### config.mk
export PLATFORM = sky130hd
export DESIGN_NAME = pll_bringup_seq
export DESIGN_NICKNAME = d
export VERILOG_FILES = /design/src/rtl/pll_seq_pkg.sv /design/src/rtl/pll_lock_sync.sv /design/src/rtl/pll_rate_check.sv /design/src/rtl/pll_seq_fsm.sv /design/src/rtl/pll_bringup_seq.sv
export SDC_FILE = /design/constraint.sdc
export NUM_CORES = 1
export LEC_CHECK = 0
export BUFFER_PORTS_ARGS = -buffer_cell sky130_fd_sc_hd__buf_2
export CAP_MARGIN = 20
export CORE_MARGIN = 5
export CORE_UTILIZATION = 40
export CTS_BUF_LIST = sky130_fd_sc_hd__clkbuf_8 sky130_fd_sc_hd__clkbuf_16
export CTS_CLUSTER_SIZE = 25
export DETAILED_ROUTE_END_ITERATION = 12
export GPL_ROUTABILITY_DRIVEN = 0
export GPL_TIMING_DRIVEN = 1
export HOLD_SLACK_MARGIN = 0.12
export SKIP_LAST_GASP = 1
export SYNTH_ARGS = -nofsm -noshare
export SYNTH_HDL_FRONTEND = slang
export SYNTH_HIERARCHICAL = 1
export SYNTH_SLANG_ARGS = --single-unit
### constraint.sdc
create_clock -name clk -period 18.55 [get_ports clk]
set_clock_uncertainty 0.05 [all_clocks]
set_input_delay 0.9275 -clock clk [delete_from_list [all_inputs] [get_ports clk]]
set_output_delay 0.9275 -clock clk [all_outputs]
set_load 0.05 [all_outputs]
### src/rtl/pll_seq_pkg.sv
// Package: shared state encoding and constants for the PLL sequencer.
// Assumes the multiplier offset and bandwidth codes are fixed by the PLL.
package pll_seq_pkg;

    localparam int MULT_BASE = 16;

    localparam logic [1:0] BW_GOOD  = 2'd0;
    localparam logic [1:0] BW_VBAD  = 2'd1;
    localparam logic [1:0] BW_BAD   = 2'd2;
    localparam logic [1:0] BW_VGOOD = 2'd3;

    typedef enum logic [2:0] {
        ST_OFF    = 3'd0,
        ST_BW     = 3'd1,
        ST_MULT   = 3'd2,
        ST_PWR    = 3'd3,
        ST_WAIT   = 3'd4,
        ST_ON     = 3'd5,
        ST_ERR    = 3'd6,
        ST_DN_RST = 3'd7
    } seq_state_t;

endpackage

### src/rtl/pll_lock_sync.sv
// Module: multi-flop synchroniser for the asynchronous lock indication.
// Assumes lock_in is quasi-static compared with the system clock.
module pll_lock_sync #(
    parameter int STAGES = 2
) (
    input  logic clk,
    input  logic rst_n,
    input  logic async_in,
    output logic sync_out
);

    logic [STAGES-1:0] chain;

    // Shift the asynchronous level through the flop chain.
    always_ff @(posedge clk) begin
        if (!rst_n) begin
            chain <= '0;
        end else begin
            chain <= {chain[STAGES-2:0], async_in};
        end
    end

    assign sync_out = chain[STAGES-1];

endmodule

### src/rtl/pll_rate_check.sv
// Module: turns a requested input/output frequency pair into a multiplier
// code and range-checks it. Purely combinational; the caller registers.
// Assumes both frequencies are integers in MHz.
module pll_rate_check
    import pll_seq_pkg::*;
#(
    parameter int FIN_W        = 8,
    parameter int FOUT_W       = 10,
    parameter int CODE_W       = 3,
    parameter int FIN_MAX_MHZ  = 40,
    parameter int FOUT_MIN_MHZ = 384,
    parameter int FOUT_MAX_MHZ = 660
) (
    input  logic [FIN_W-1:0]  fin_mhz,
    input  logic [FOUT_W-1:0] fout_mhz,
    output logic              rate_ok,
    output logic [CODE_W-1:0] rate_code
);

    localparam int QW       = FOUT_W;
    localparam int MULT_TOP = MULT_BASE + (1 << CODE_W) - 1;

    logic [QW-1:0] quo;
    logic [QW-1:0] clamped;
    logic [QW-1:0] offset;
    logic          fin_bad;
    logic          fout_bad;

    // Integer quotient, guarded against a zero divisor.
    always_comb begin
        if (fin_mhz == '0) quo = '0;
        else               quo = fout_mhz / QW'(fin_mhz);
    end

    // Clamp small factors to the base and form the register code.
    always_comb begin
        clamped = (quo < QW'(MULT_BASE)) ? QW'(MULT_BASE) : quo;
        offset  = clamped - QW'(MULT_BASE);
    end

    // Range checks on the request.
    always_comb begin
        fin_bad  = (fin_mhz == '0) || (fin_mhz > FIN_W'(FIN_MAX_MHZ));
        fout_bad = (fout_mhz < FOUT_W'(FOUT_MIN_MHZ)) ||
                   (fout_mhz > FOUT_W'(FOUT_MAX_MHZ));
        rate_ok  = !fin_bad && !fout_bad && (clamped <= QW'(MULT_TOP));
    end

    assign rate_code = offset[CODE_W-1:0];

endmodule

### src/rtl/pll_seq_fsm.sv
// Module: bring-up / take-down state machine with a lock wait timer.
// Assumes req_on and req_off are single-cycle pulses and lock_s is
// already synchronised. Intermediate bring-up steps ignore requests.
module pll_seq_fsm
    import pll_seq_pkg::*;
#(
    parameter int   LOCK_WAIT_CYC = 2_500_000,
    parameter logic PD_UP_LEVEL   = 1'b0
) (
    input  logic clk,
    input  logic rst_n,
    input  logic req_on,
    input  logic req_off,
    input  logic lock_s,
    output logic pll_rst_n,
    output logic [1:0] bw_sel,
    output logic pd_ctl,
    output logic load_code,
    output logic live,
    output logic locked,
    output logic timeout_err
);

    localparam int TW = $clog2(LOCK_WAIT_CYC + 1);
    localparam logic [TW-1:0] TLAST = TW'(LOCK_WAIT_CYC - 1);

    seq_state_t    state;
    logic [TW-1:0] timer;

    // State register, control outputs and lock timer.
    always_ff @(posedge clk) begin
        if (!rst_n) begin
            state       <= ST_OFF;
            pll_rst_n   <= 1'b0;
            bw_sel      <= BW_VBAD;
            pd_ctl      <= ~PD_UP_LEVEL;
            timer       <= '0;
            timeout_err <= 1'b0;
        end else begin
            case (state)
                ST_OFF: begin
                    if (req_on) begin
                        pll_rst_n   <= 1'b1;
                        timeout_err <= 1'b0;
                        state       <= ST_BW;
                    end
                end
                ST_BW: begin
                    bw_sel <= BW_GOOD;
                    state  <= ST_MULT;
                end
                ST_MULT: begin
                    state <= ST_PWR;
                end
                ST_PWR: begin
                    pd_ctl <= PD_UP_LEVEL;
                    timer  <= '0;
                    state  <= ST_WAIT;
                end
                ST_WAIT: begin
                    if (req_off) begin
                        pd_ctl <= ~PD_UP_LEVEL;
                        state  <= ST_DN_RST;
                    end else if (lock_s) begin
                        state <= ST_ON;
                    end else if (timer == TLAST) begin
                        timeout_err <= 1'b1;
                        state       <= ST_ERR;
                    end else begin
                        timer <= timer + 1'b1;
                    end
                end
                ST_ON: begin
                    if (req_off) begin
                        pd_ctl <= ~PD_UP_LEVEL;
                        state  <= ST_DN_RST;
                    end
                end
                ST_ERR: begin
                    if (req_off) begin
                        pd_ctl      <= ~PD_UP_LEVEL;
                        timeout_err <= 1'b0;
                        state       <= ST_DN_RST;
                    end
                end
                ST_DN_RST: begin
                    pll_rst_n <= 1'b0;
                    state     <= ST_OFF;
                end
                default: state <= ST_OFF;
            endcase
        end
    end

    // State decodes for the code path and status.
    assign load_code = (state == ST_MULT);
    assign live      = (state == ST_WAIT) || (state == ST_ON) || (state == ST_ERR);
    assign locked    = (state == ST_ON);

endmodule

### src/rtl/pll_bringup_seq.sv
// Module: top of the PLL sequencer. Holds the staged and applied multiplier
// codes, arbitrates direct and rate-derived writes, and wires the FSM.
// Assumes single-cycle request strobes from a register interface.
module pll_bringup_seq
    import pll_seq_pkg::*;
#(
    parameter int   CODE_W        = 3,
    parameter int   FACTOR_W      = 5,
    parameter int   FIN_W         = 8,
    parameter int   FOUT_W        = 10,
    parameter int   LOCK_WAIT_CYC = 2_500_000,
    parameter int   SYNC_STAGES   = 2,
    parameter logic PD_UP_LEVEL   = 1'b0
) (
    input  logic                clk,
    input  logic                rst_n,
    input  logic                req_on,
    input  logic                req_off,
    input  logic                code_wr,
    input  logic [CODE_W-1:0]   code_in,
    input  logic                rate_req,
    input  logic [FIN_W-1:0]    fin_mhz,
    input  logic [FOUT_W-1:0]   fout_mhz,
    input  logic                lock_in,
    output logic                pll_rst_n,
    output logic [1:0]          bw_sel,
    output logic [CODE_W-1:0]   mult_code,
    output logic                pd_ctl,
    output logic                enabled,
    output logic                locked,
    output logic                timeout_err,
    output logic                rate_reject,
    output logic [FACTOR_W-1:0] mult_factor
);

    logic              lock_s;
    logic              load_code;
    logic              live;
    logic              rate_ok;
    logic [CODE_W-1:0] rate_code;
    logic [CODE_W-1:0] staged;
    logic              new_valid;
    logic [CODE_W-1:0] new_code;

    pll_lock_sync #(.STAGES(SYNC_STAGES)) u_sync (
        .clk      (clk),
        .rst_n    (rst_n),
        .async_in (lock_in),
        .sync_out (lock_s)
    );

    pll_rate_check #(
        .FIN_W  (FIN_W),
        .FOUT_W (FOUT_W),
        .CODE_W (CODE_W)
    ) u_rate (
        .fin_mhz   (fin_mhz),
        .fout_mhz  (fout_mhz),
        .rate_ok   (rate_ok),
        .rate_code (rate_code)
    );

    pll_seq_fsm #(
        .LOCK_WAIT_CYC (LOCK_WAIT_CYC),
        .PD_UP_LEVEL   (PD_UP_LEVEL)
    ) u_fsm (
        .clk         (clk),
        .rst_n       (rst_n),
        .req_on      (req_on),
        .req_off     (req_off),
        .lock_s      (lock_s),
        .pll_rst_n   (pll_rst_n),
        .bw_sel      (bw_sel),
        .pd_ctl      (pd_ctl),
        .load_code   (load_code),
        .live        (live),
        .locked      (locked),
        .timeout_err (timeout_err)
    );

    // Arbitrate the two write sources; the direct code has priority.
    always_comb begin
        new_valid = code_wr || (rate_req && rate_ok);
        new_code  = code_wr ? code_in : rate_code;
    end

    // Staged code, applied code and the rejection pulse.
    always_ff @(posedge clk) begin
        if (!rst_n) begin
            staged      <= '0;
            mult_code   <= '0;
            rate_reject <= 1'b0;
        end else begin
            rate_reject <= rate_req && !code_wr && !rate_ok;
            if (new_valid) staged <= new_code;
            if (load_code)                  mult_code <= staged;
            else if (live && new_valid)     mult_code <= new_code;
        end
    end

    // Status derived from the applied controls.
    assign enabled     = (pd_ctl == PD_UP_LEVEL);
    assign mult_factor = FACTOR_W'(mult_code) + FACTOR_W'(MULT_BASE);

endmodule

# ---- Word-level counts from Yosys, hierarchy flattened
# Index checks and enable logic that the tools add are counted.
dict set report word_totals {
  ram_bits 0
  word_cells 91
  n_memories 0
  reg_bits 38
  inputBits 28
  rom_bits 0
  latch_bits 0
}
dict set report op_classes {
  order_cmp 5
  shifts 0
  n_bitwise 1
  n_addsub 3
  n_mul 0
  n_mux 25
  div_mod_pow 1
  n_eq_ne 17
  n_reduce_logical 29
}
# cell n
set ops {}
lappend ops {{$mux 22} 3}
lappend ops {{$pmux 22 s2} 1}
lappend ops {{$mux 3} 8}
lappend ops {{$add 22x1->22 const B} 1}
lappend ops {{$eq 22x22->1 const B} 1}
lappend ops {{$pmux 3 s7} 1}
lappend ops {{$mux 10} 2}
lappend ops {{$eq 3x3->1 const B} 4}
lappend ops {{$div 10x8->10} 1}
lappend ops {{$gt 10x10->1 const B} 1}
lappend ops {{$le 10x5->1 const B} 1}
lappend ops {{$lt 10x5->1 const B} 1}
lappend ops {{$lt 10x9->1 const B} 1}
lappend ops {{$ne 2x2->1 const B} 5}
lappend ops {{$gt 8x6->1 const B} 1}
lappend ops {{$logic_not 8->1} 1}
lappend ops {{$reduce_bool 2->1} 4}
lappend ops {{$mux 1} 7}
lappend ops {{$eq 3x2->1 const B} 2}
lappend ops {{$logic_and 1x1->1} 6}
lappend ops {{$ne 2x1->1 const B} 3}
lappend ops {{$reduce_and 6->1} 1}
lappend ops {{$add 3x5->5 const B} 1}
lappend ops {{$logic_or 1x1->1} 5}
lappend ops {{14 further kinds} 19}

# ---- Longest topological paths before layout
# Gate-level depths: netlist (run 1).
dict set report logic_depth {
  ltp_word 11
  depth_mapped 71
}

# ---- Modules after synthesis
# Netlist (run 1), hierarchy kept.
# mod area_per_inst_um2 cells_each seq_area_each_um2 instances
set by_module_without_submodules {}
lappend by_module_without_submodules {pll_rate_check 2468.6 334 0.0 1}
lappend by_module_without_submodules {pll_seq_fsm 1631.6 204 580.6 1}
lappend by_module_without_submodules {pll_bringup_seq 392.9 48 140.1 1}
lappend by_module_without_submodules {pll_lock_sync 52.6 4 40.0 1}

# ---- Worst setup path before layout (run 1)
# No wires, ideal clock.
dict set report synth_timing {
  path_kind {input to register}
  from {in fin_mhz[7]}
  to {reg mult_code[0]}
  t_arrival_ps 14428
  path_buffers 3
  stages 65
  setup_slack_ps 3956
  setup_ps 116
  path_cell_list {buf_6 -> nor2_1 -> nand3_1 -> nor2_1 -> a21oi_1 -> ha_1 -> o21a_1 -> nor2_1 -> o21ai_0 -> nand2_1 -> ha_1 -> or3_1 -> a211oi_1 -> a31oi_1 -> ha_1 -> a21oi_1 -> a21boi_0 -> o21ai_1 -> (+29 left out) -> o21a_1 -> o21a_1 -> or3_1 -> a2111oi_0 -> nor2_1 -> nor2_4 -> mux2_1 -> ha_1 -> nor2b_1 -> o21ai_0 -> a21oi_1 -> o21ai_0 -> nand2b_1 -> a21oi_1 -> a21oi_1 -> mux2i_1 -> o21ai_0 -> a31o_1}
}
dict set report synth_via {
  word_cells_on_any_way 19
  classes_between {1 x add/sub; 1 x div; 3 x order compare; 5 x mux; 9 x reduce/logical}
}
# item line_no
set synth_lines {}
lappend synth_lines {{start: declaration} pll_bringup_seq.sv:22} ;# input logic [FIN_W-1:0] fin_mhz,
lappend synth_lines {{$div 10x8->10 or $logic_not 8->1 (tied branches)} {pll_rate_check.sv:32, pll_rate_check.sv:31}}
lappend synth_lines {{$mux 10 *} pll_rate_check.sv:31} ;# if (fin_mhz == '0) quo = '0;
lappend synth_lines {{$lt 10x5->1} pll_rate_check.sv:37} ;# clamped = (quo < QW'(MULT_BASE)) ? QW'(MULT_BASE) : quo;
lappend synth_lines {{$mux 10 *} pll_rate_check.sv:37}
lappend synth_lines {{$sub 3x1->3 *} pll_rate_check.sv:38} ;# offset = clamped - QW'(MULT_BASE);
lappend synth_lines {{net rate_code[0]} pll_bringup_seq.sv:40} ;# logic [CODE_W-1:0] rate_code;
lappend synth_lines {{$mux 3 *} pll_bringup_seq.sv:84} ;# new_code = code_wr ? code_in : rate_code;
lappend synth_lines {{$mux 3 *} pll_bringup_seq.sv:97} ;# else if (live && new_valid) mult_code <= new_code;
lappend synth_lines {{$mux 3 *} pll_bringup_seq.sv:96} ;# if (load_code) mult_code <= staged;
lappend synth_lines {{end signal: assignment} pll_bringup_seq.sv:96}
lappend synth_lines {{end signal: assignment} pll_bringup_seq.sv:97}
lappend synth_lines {{end: declaration} pll_bringup_seq.sv:27} ;# output logic [CODE_W-1:0] mult_code,
# Mark *: on every way through the listed nets, which the timed path passes. The rest lies on a longest branch. The select of a mux whose other input is x is not followed.
# A chain may end at the register's enable or synchronous reset.

# ---- Worst setup path after layout (run 1)
# Same ends and word-level chain as after synthesis.

==> results of run 1 <==
[flip-flops by register name, summed over array words and instances, names as in the netlist]
name / cells
u_fsm/timeout_err: 1
staged: 3
u_fsm/pll_rst_n: 1
u_fsm/pd_ctl: 1
u_fsm/state: 3
u_fsm/timer: 22
u_sync/chain: 2
u_fsm/bw_sel: 1
mult_code: 3
rate_reject: 1
[through the flow]
stage / setup WS [ns] / std cells
floorplan: 3.956 / 590
global placement: 2.892 / 744
detailed placement: 2.459 / 744
CTS: 2.699 / 752
global route: 1.202 / 752
finish: 2.580 / 752
[power groups by stage]
stage	clock network [uW]	logic [uW]	registers (uW)
after floorplan	0	204	92.5
after global placement	0	246	89.6
after detailed placement	0	251	89.8
after CTS	87.8	252	88.0
after global routing	92.0	283	88.6
final	85.9	251	88.0
[final cells by class]
cell class / count / area (um2)
Multi-Input combinational cell: 499 / 3530
Fill cell: 1166 / 6361
Inverter: 23 / 86.33
Timing Repair Buffer: 41 / 207.7
Clock inverter: 2 / 8.758
Clock buffer: 6 / 138.9
Tap cell: 143 / 178.9
Sequential cell: 38 / 760.7
[Yosys cell counts, types with 4 or more instances]
cell type                  number  area share
sky130_fd_sc_hd__nand3_1       23       0.025
sky130_fd_sc_hd__xor2_1         8       0.015
sky130_fd_sc_hd__nor3_1        18       0.020
sky130_fd_sc_hd__and3_1         8       0.011
sky130_fd_sc_hd__inv_1         23       0.019
sky130_fd_sc_hd__mux2_2        13       0.032
sky130_fd_sc_hd__ha_1          54        0.15
sky130_fd_sc_hd__mux2i_1        7       0.015
sky130_fd_sc_hd__clkbuf_1      16       0.013
sky130_fd_sc_hd__o31ai_1        8       0.013
sky130_fd_sc_hd__nor2_1        46       0.038
sky130_fd_sc_hd__dfxtp_1       38        0.17
sky130_fd_sc_hd__o22ai_1        6      0.0083
sky130_fd_sc_hd__nor2b_1        5      0.0069
sky130_fd_sc_hd__a21boi_1       5      0.0083
sky130_fd_sc_hd__a21oi_1       41       0.045
sky130_fd_sc_hd__o211ai_1      16       0.026
sky130_fd_sc_hd__o21ai_1        6      0.0066
sky130_fd_sc_hd__mux2_1         4      0.0099
sky130_fd_sc_hd__xnor2_1       13       0.025
sky130_fd_sc_hd__and2_1         9       0.012
sky130_fd_sc_hd__a31oi_1       11       0.015
sky130_fd_sc_hd__buf_4          8       0.013
sky130_fd_sc_hd__a211oi_1       5      0.0083
sky130_fd_sc_hd__nand4_1        4      0.0055
sky130_fd_sc_hd__o21a_1        14       0.023
sky130_fd_sc_hd__nand2b_1       4      0.0055
sky130_fd_sc_hd__o21ai_0       36       0.040
sky130_fd_sc_hd__or3_1          8       0.011
sky130_fd_sc_hd__nand2_1       46       0.038
sky130_fd_sc_hd__or2_2          6      0.0083
sky130_fd_sc_hd__a21o_1         7       0.012
[worst register-to-register path, cell delays in order, from the launching register on]
cell,delay (ns)
sky130_fd_sc_hd__dfxtp_1,0.47
sky130_fd_sc_hd__or3b_1,0.69
sky130_fd_sc_hd__nor3_4,0.27
sky130_fd_sc_hd__a21boi_4,0.51
sky130_fd_sc_hd__nor2_2,0.31
sky130_fd_sc_hd__o21a_1,0.25
sky130_fd_sc_hd__o21a_1,0.17
[cells by family after synthesis]
family | after synthesis | synth area share
flip-flops | 38 | 0.1674
multiplexers | 27 | 0.06744
AO/OA/AOI/OAI | 188 | 0.2758
AND/OR/NAND/NOR | 206 | 0.2417
other | 3 | 0.002477
buffers and inverters | 53 | 0.05615
XOR/XNOR | 21 | 0.04046
adder cells (fa/ha/maj) | 54 | 0.1486
[path summary, 6_finish.rpt]
check	endpoint	slack, ns	cells past startpoint
worst min-delay path	u_sync/chain[1]	0.38	1
worst max-delay path	mult_code[0]	2.58	63
worst min register to register	u_sync/chain[1]	0.38	1
worst max register to register	u_fsm/timer[18]	15.73	6
[routing by layer]
| layer | part of all wire | up-vias | GRT usage |
|---|---|---|---|
| met5 | 0 | - | 0 |
| met4 | 0.0049 | 0 | 0.02905 |
| met3 | 0.047 | 6 | 0.02642 |
| met2 | 0.48 | 79 | 0.3028 |
| met1 | 0.47 | 2076 | 0.2240 |
| li1 | - | 2247 | - |
==> metrics.txt, run 1 <==
# TYPE chip_impl_metric gauge
chip_impl_metric{name="highest_ir_drop_seen_on_vdd",unit="mV"} 0.08891
chip_impl_metric{name="design.die.area",unit="um2"} 13600
chip_impl_metric{name="synth_area_per_cell",unit="um2"} 7.704
chip_impl_metric{name="placedInstanceArea",unit="um2"} 4763
chip_impl_metric{name="report.power.total",unit="uW"} 425.1
chip_impl_metric{name="min_period_over_period",unit=""} 0.8609
chip_impl_metric{name="max_freq",unit="MHz"} 62.62
chip_impl_metric{name="h_tree_level_count",unit=""} 2
chip_impl_metric{name="max_slew_margin",unit=""} 0.4481
chip_impl_info{name="status",value="completed"} 1
chip_impl_metric{name="postRouteAntennaNets",unit=""} 0
chip_impl_metric{name="finalMaxSlewViolations",unit=""} 0
chip_impl_metric{name="dieWidth",unit="um"} 116.6
chip_impl_metric{name="final.setup.tns",unit="ns"} 0
chip_impl_info{name="critical-path-slowest-cell",value="sky130_fd_sc_hd__nor3_1"} 1
chip_impl_metric{name="yosys_warnings",unit=""} 6
chip_impl_metric{name="ioPinCount",unit=""} 44
chip_impl_info{name="clk_root_buffer_cell",value="sky130_fd_sc_hd__clkbuf_16"} 1
chip_impl_metric{name="totalWireLength",unit="um"} 11590
chip_impl_metric{name="worst-path-max-fanout",unit=""} 11
chip_impl_metric{name="final_cell_area",unit="um2"} 4911
chip_impl_metric{name="global_route.usage.total",unit=""} 0.1715
chip_impl_metric{name="drt_iter0_drc",unit=""} 223
chip_impl_metric{name="post_cts_resized",unit=""} 0
chip_impl_metric{name="nets",unit=""} 690
chip_impl_metric{name="cp_data_required_time",unit="ns"} 18.67
chip_impl_metric{name="leakagePower",unit="uW"} 0.002055
chip_impl_info{name="path_common_cell",value="sky130_fd_sc_hd__ha_1"} 1
chip_impl_metric{name="synthesis.nets",unit=""} 672
chip_impl_metric{name="core_area",unit="um2"} 11270
chip_impl_metric{name="maximum_number_of_pins_on_one_net_before_global_route_repair",unit=""} 45
chip_impl_metric{name="number_of_antenna_violations_at_the_first_check_in_global_routing",unit=""} 0
chip_impl_metric{name="worstPathArrival",unit="ns"} 16.09
chip_impl_metric{name="final_hold_viol_count",unit=""} 0
chip_impl_info{name="synth_top_flop_cell",value="sky130_fd_sc_hd__dfxtp_1"} 1
chip_impl_metric{name="yosys_register_bits",unit=""} 38
chip_impl_metric{name="synth_enable_flop_cells",unit=""} 0
chip_impl_info{name="layout_commonest_cell",value="sky130_fd_sc_hd__ha_1"} 1
chip_impl_metric{name="dp_hpwl",unit="um"} 9068
chip_impl_info{name="path_class",value="input pin to flip-flop"} 1
chip_impl_info{name="most-common-layout-cells",value="sky130_fd_sc_hd__ha_1 (54), sky130_fd_sc_hd__nor2_1 (46), sky130_fd_sc_hd__nand2_1 (46)"} 1
chip_impl_metric{name="route.detailed.wl_per_inst",unit="um"} 15.42
chip_impl_info{name="hold_path_class",value="flip-flop to flip-flop"} 1
chip_impl_info{name="critical-path-top-delay-family",value="compound AO/OA/AOI/OAI gates"} 1
chip_impl_metric{name="grt_pass1_wl",unit="um"} 19480
chip_impl_metric{name="insertedDiodeCount",unit=""} 0
chip_impl_metric{name="clk_pin_slew",unit="ns"} 0.06
chip_impl_info{name="setup.worst_path.end_class",value="flip-flop"} 1
chip_impl_metric{name="synth.lib_cells_used.distinct",unit=""} 78
chip_impl_metric{name="combPwrFrac",unit=""} 0.591
chip_impl_metric{name="numPortBuffers",unit=""} 40
chip_impl_info{name="rsz_0062_raised_after_global_routing",value="no"} 1
chip_impl_metric{name="detailroute.via_count",unit=""} 4408
chip_impl_metric{name="first_global_vias",unit=""} 4218
chip_impl_metric{name="power.internal",unit="uW"} 253.1
chip_impl_metric{name="finalCoreUtilization",unit=""} 0.4357
chip_impl_metric{name="post_cts_setup_buffer_count",unit=""} 0
chip_impl_metric{name="drive_above_1_share",unit=""} 0.1494
chip_impl_metric{name="period_needed",unit="ns"} 15.97
chip_impl_metric{name="total_clock_buffers_created_by_cts",unit=""} 5
chip_impl_metric{name="timing_worst_slew_pin_value",unit="ns"} 0.8269
chip_impl_metric{name="clockBufferDepth",unit=""} 2
chip_impl_metric{name="power_frac_clock",unit=""} 0.202
chip_impl_metric{name="clock_insertion_delay_worst_skew",unit="ns"} 0.28
chip_impl_metric{name="detail_route.first_pass.iterations",unit=""} 4
chip_impl_metric{name="mappedNetlistArea",unit="um2"} 4546
chip_impl_metric{name="worst_path_largest_cell_delay",unit="ns"} 0.63
chip_impl_metric{name="final_hold_slack",unit="ns"} 0.3835
chip_impl_metric{name="detail_route.drc_violations",unit=""} 0
chip_impl_info{name="crit_start",value="fin_mhz[7]"} 1
chip_impl_metric{name="std_cell_rows",unit=""} 39
chip_impl_metric{name="postSynthCellCount",unit=""} 590
chip_impl_metric{name="switching_power",unit="uW"} 172.0
chip_impl_metric{name="crit_path_buffers_inverters",unit=""} 2
chip_impl_metric{name="synthToLayoutAreaGrowth",unit="%"} 8.037
chip_impl_metric{name="max_cap_violations",unit=""} 0
chip_impl_metric{name="hold_buffer_count_at_cts",unit=""} 0
chip_impl_info{name="tritoncts",value="yes"} 1
chip_impl_info{name="crit-reg2reg-launch",value="u_fsm/state[2]"} 1
chip_impl_metric{name="die_h",unit="um"} 116.6
chip_impl_metric{name="synth_seq_area_share",unit=""} 0.1674
chip_impl_metric{name="avgViaCountPerCell",unit=""} 5.862
chip_impl_metric{name="setup_violations",unit=""} 0
chip_impl_info{name="min-delay-start",value="u_sync/chain[0]"} 1
chip_impl_metric{name="p_seq_frac",unit=""} 0.207
chip_impl_metric{name="clkSinkCount",unit=""} 38
chip_impl_metric{name="pwr_density_cell",unit="nW/um2"} 86.57
chip_impl_metric{name="switching_share",unit=""} 0.4047
chip_impl_metric{name="asyncSetResetFlopFracSynth",unit=""} 0
chip_impl_metric{name="grt.overflow.total",unit=""} 0
chip_impl_metric{name="starting_density_of_the_core",unit=""} 0.4033
chip_impl_info{name="startpoint_type",value="input pin"} 1
(Power assumes the default switching activity.)
==> run 2, diff against run 1 <==
--- a/config.mk
+++ b/config.mk
@@ -16,3 +16,3 @@
 export GPL_TIMING_DRIVEN = 1
-export HOLD_SLACK_MARGIN = 0.12
+export HOLD_SLACK_MARGIN = 0.15
 export SKIP_LAST_GASP = 1
==> constraint.sdc (replaced) <==
create_clock -name clk -period 18.55 [get_ports clk]
set_clock_uncertainty 0.05 [all_clocks]
set_input_delay 2.7825 -clock clk [delete_from_list [all_inputs] [get_ports clk]]
set_output_delay 2.7825 -clock clk [all_outputs]
set_load 0.05 [all_outputs]
==> metrics.txt, run 2 (same netlist as run 1, synthesis figures left out) <==
# TYPE chip_impl_metric gauge
chip_impl_metric{name="drt_iter0_drc",unit=""} 231
chip_impl_metric{name="total_clock_buffers_created_by_cts",unit=""} 5
chip_impl_info{name="startpoint_type",value="input pin"} 1
chip_impl_metric{name="postRouteAntennaNets",unit=""} 0
chip_impl_metric{name="insertedDiodeCount",unit=""} 0
chip_impl_metric{name="clkSinkCount",unit=""} 38
chip_impl_metric{name="min_period_over_period",unit=""} 0.9315
chip_impl_metric{name="highest_ir_drop_seen_on_vdd",unit="mV"} 0.08463
chip_impl_metric{name="dp_cells",unit=""} 745
chip_impl_metric{name="leakagePower",unit="uW"} 0.002058
chip_impl_info{name="most-common-layout-cells",value="sky130_fd_sc_hd__ha_1 (54), sky130_fd_sc_hd__nand2_1 (46), sky130_fd_sc_hd__nor2_1 (45)"} 1
chip_impl_metric{name="max_freq",unit="MHz"} 57.87
chip_impl_metric{name="largest_register_ffs",unit=""} 22
chip_impl_info{name="layout_commonest_cell",value="sky130_fd_sc_hd__ha_1"} 1
chip_impl_info{name="path_common_cell",value="sky130_fd_sc_hd__ha_1"} 1
chip_impl_metric{name="setup_violations",unit=""} 0
chip_impl_metric{name="grt_pass1_wl",unit="um"} 19330
chip_impl_metric{name="final_hold_slack",unit="ns"} 0.3823
chip_impl_metric{name="totalWireLength",unit="um"} 11620
chip_impl_metric{name="power_frac_clock",unit=""} 0.191
chip_impl_metric{name="switching_share",unit=""} 0.4098
chip_impl_metric{name="p_seq_frac",unit=""} 0.208
chip_impl_metric{name="clock_insertion_delay_worst_skew",unit="ns"} 0.29
chip_impl_metric{name="core_area",unit="um2"} 11270
chip_impl_metric{name="detail_route.drc_violations",unit=""} 0
chip_impl_metric{name="route.detailed.wl_per_inst",unit="um"} 15.46
chip_impl_metric{name="design.die.area",unit="um2"} 13600
chip_impl_metric{name="final_cell_area",unit="um2"} 4930
chip_impl_info{name="tritoncts",value="yes"} 1
chip_impl_metric{name="worst-path-max-fanout",unit=""} 11
chip_impl_metric{name="worst_path_largest_cell_delay",unit="ns"} 0.41
chip_impl_metric{name="first_global_vias",unit=""} 4219
chip_impl_metric{name="switching_power",unit="uW"} 173.3
chip_impl_info{name="setup.worst_path.end_class",value="flip-flop"} 1
chip_impl_metric{name="max_slew_margin",unit=""} 0.4385
chip_impl_metric{name="synthToLayoutAreaGrowth",unit="%"} 8.450
chip_impl_metric{name="final_hold_viol_count",unit=""} 0
chip_impl_info{name="hold_path_class",value="flip-flop to flip-flop"} 1
chip_impl_metric{name="avgViaCountPerCell",unit=""} 5.875
chip_impl_metric{name="timing_worst_slew_pin_value",unit="ns"} 0.8413
chip_impl_metric{name="placedInstanceArea",unit="um2"} 4771
chip_impl_metric{name="final_cell_count_no_fill",unit=""} 752
chip_impl_metric{name="finalCoreUtilization",unit=""} 0.4373
chip_impl_metric{name="dieWidth",unit="um"} 116.6
chip_impl_metric{name="seq_area",unit="um2"} 760.7
chip_impl_info{name="status",value="completed"} 1
chip_impl_metric{name="clockBufferDepth",unit=""} 2
chip_impl_metric{name="std_cell_rows",unit=""} 39
chip_impl_info{name="critical-path-slowest-cell",value="sky130_fd_sc_hd__mux2_2"} 1
chip_impl_metric{name="combPwrFrac",unit=""} 0.601
chip_impl_metric{name="dp_hpwl",unit="um"} 9140
chip_impl_metric{name="final.setup.tns",unit="ns"} 0
chip_impl_info{name="path_class",value="input pin to flip-flop"} 1
chip_impl_metric{name="multi_input_area",unit="um2"} 3556
chip_impl_metric{name="number_of_antenna_violations_at_the_first_check_in_global_routing",unit=""} 0
chip_impl_metric{name="crit_path_buffers_inverters",unit=""} 2
chip_impl_metric{name="cp_data_required_time",unit="ns"} 18.68
chip_impl_metric{name="detail_route.first_pass.iterations",unit=""} 5
chip_impl_info{name="critical-path-top-delay-family",value="compound AO/OA/AOI/OAI gates"} 1
chip_impl_info{name="clk_root_buffer_cell",value="sky130_fd_sc_hd__clkbuf_16"} 1
chip_impl_metric{name="nFillCells",unit=""} 1146
chip_impl_info{name="regMostFlops",value="u_fsm/timer"} 1
chip_impl_metric{name="post_cts_setup_buffer_count",unit=""} 0
chip_impl_metric{name="detailroute.via_count",unit=""} 4418
chip_impl_metric{name="finalMaxSlewViolations",unit=""} 0
chip_impl_metric{name="starting_density_of_the_core",unit=""} 0.4033
chip_impl_metric{name="die_h",unit="um"} 116.6
chip_impl_info{name="rsz_0062_raised_after_global_routing",value="no"} 1
chip_impl_metric{name="nets",unit=""} 691
chip_impl_metric{name="max_cap_violations",unit=""} 0
chip_impl_metric{name="drive_above_1_share",unit=""} 0.1544
chip_impl_metric{name="h_tree_level_count",unit=""} 2
chip_impl_metric{name="clk_pin_slew",unit="ns"} 0.06
chip_impl_metric{name="period_needed",unit="ns"} 17.28
chip_impl_metric{name="power.internal",unit="uW"} 249.6
chip_impl_metric{name="numPortBuffers",unit=""} 40
chip_impl_metric{name="worstPathArrival",unit="ns"} 17.41
chip_impl_metric{name="global_route.usage.total",unit=""} 0.1719
chip_impl_metric{name="grt.overflow.total",unit=""} 0
chip_impl_metric{name="pwr_density_cell",unit="nW/um2"} 85.80
chip_impl_metric{name="maximum_number_of_pins_on_one_net_before_global_route_repair",unit=""} 45
chip_impl_metric{name="ioPinCount",unit=""} 44
## run 2: layout make-up
cell class              instances  area share
clock buffers                   5     0.02538
flip-flops and latches         38      0.1543
repair buffers                 42     0.04365
multi-input cells             499      0.7213
inverters                      23     0.01751
well taps                     143     0.03629
clock inverters                 2    0.001523
## run 2: worst paths after layout
kind                   start              end  slack, ns  cells past startpoint
max               fin_mhz[7]     mult_code[0]       1.27                     63
min          u_sync/chain[0]  u_sync/chain[1]       0.38                      1
max reg2reg   u_fsm/state[2]  u_fsm/timer[18]      15.71                      6
min reg2reg  u_sync/chain[0]  u_sync/chain[1]       0.38                      1
## run 2: metrics by stage
stage	setup WS (ns)	total power (uW)
global route	0.03822	462.6
global placement	1.041	336.2
floorplan	2.101	296.3
detailed placement	0.6184	342.4
CTS	0.8753	425.0
finish	1.271	423.0
## run 2: worst register-to-register path, delay by kind of cell (launching register included)
kind | cells | cell delay, ns
simple gates | 3 | 1.27
compound gates | 3 | 0.94
flops | 1 | 0.48
## run 2: timing repair
item / 4_1_cts / 5_1_grt
hold buffers: 0 / 0
endpoints found under the setup margin: 0 / 2
gates resized for setup: 0 / 6
## run 2: power by group through the flow
| stage | combinational [uW] | clock, uW | sequential [uW] |
|---|---|---|---|
| floorplan | 204 | 0 | 92.5 |
| detailed placement | 253 | 0 | 89.8 |
| CTS | 254 | 82.7 | 88.0 |
| finish | 254 | 80.8 | 88.0 |
| global placement | 247 | 0 | 89.6 |
| global route | 288 | 85.5 | 88.7 |
## run 2: routing by layer
layer  up-vias  track usage  share of wire
met5         -            0              0
met4         0      0.04587          0.014
li1       2237            -              -
met3        14      0.03316          0.042
met1      2088       0.2233           0.47
met2        79       0.2918           0.47
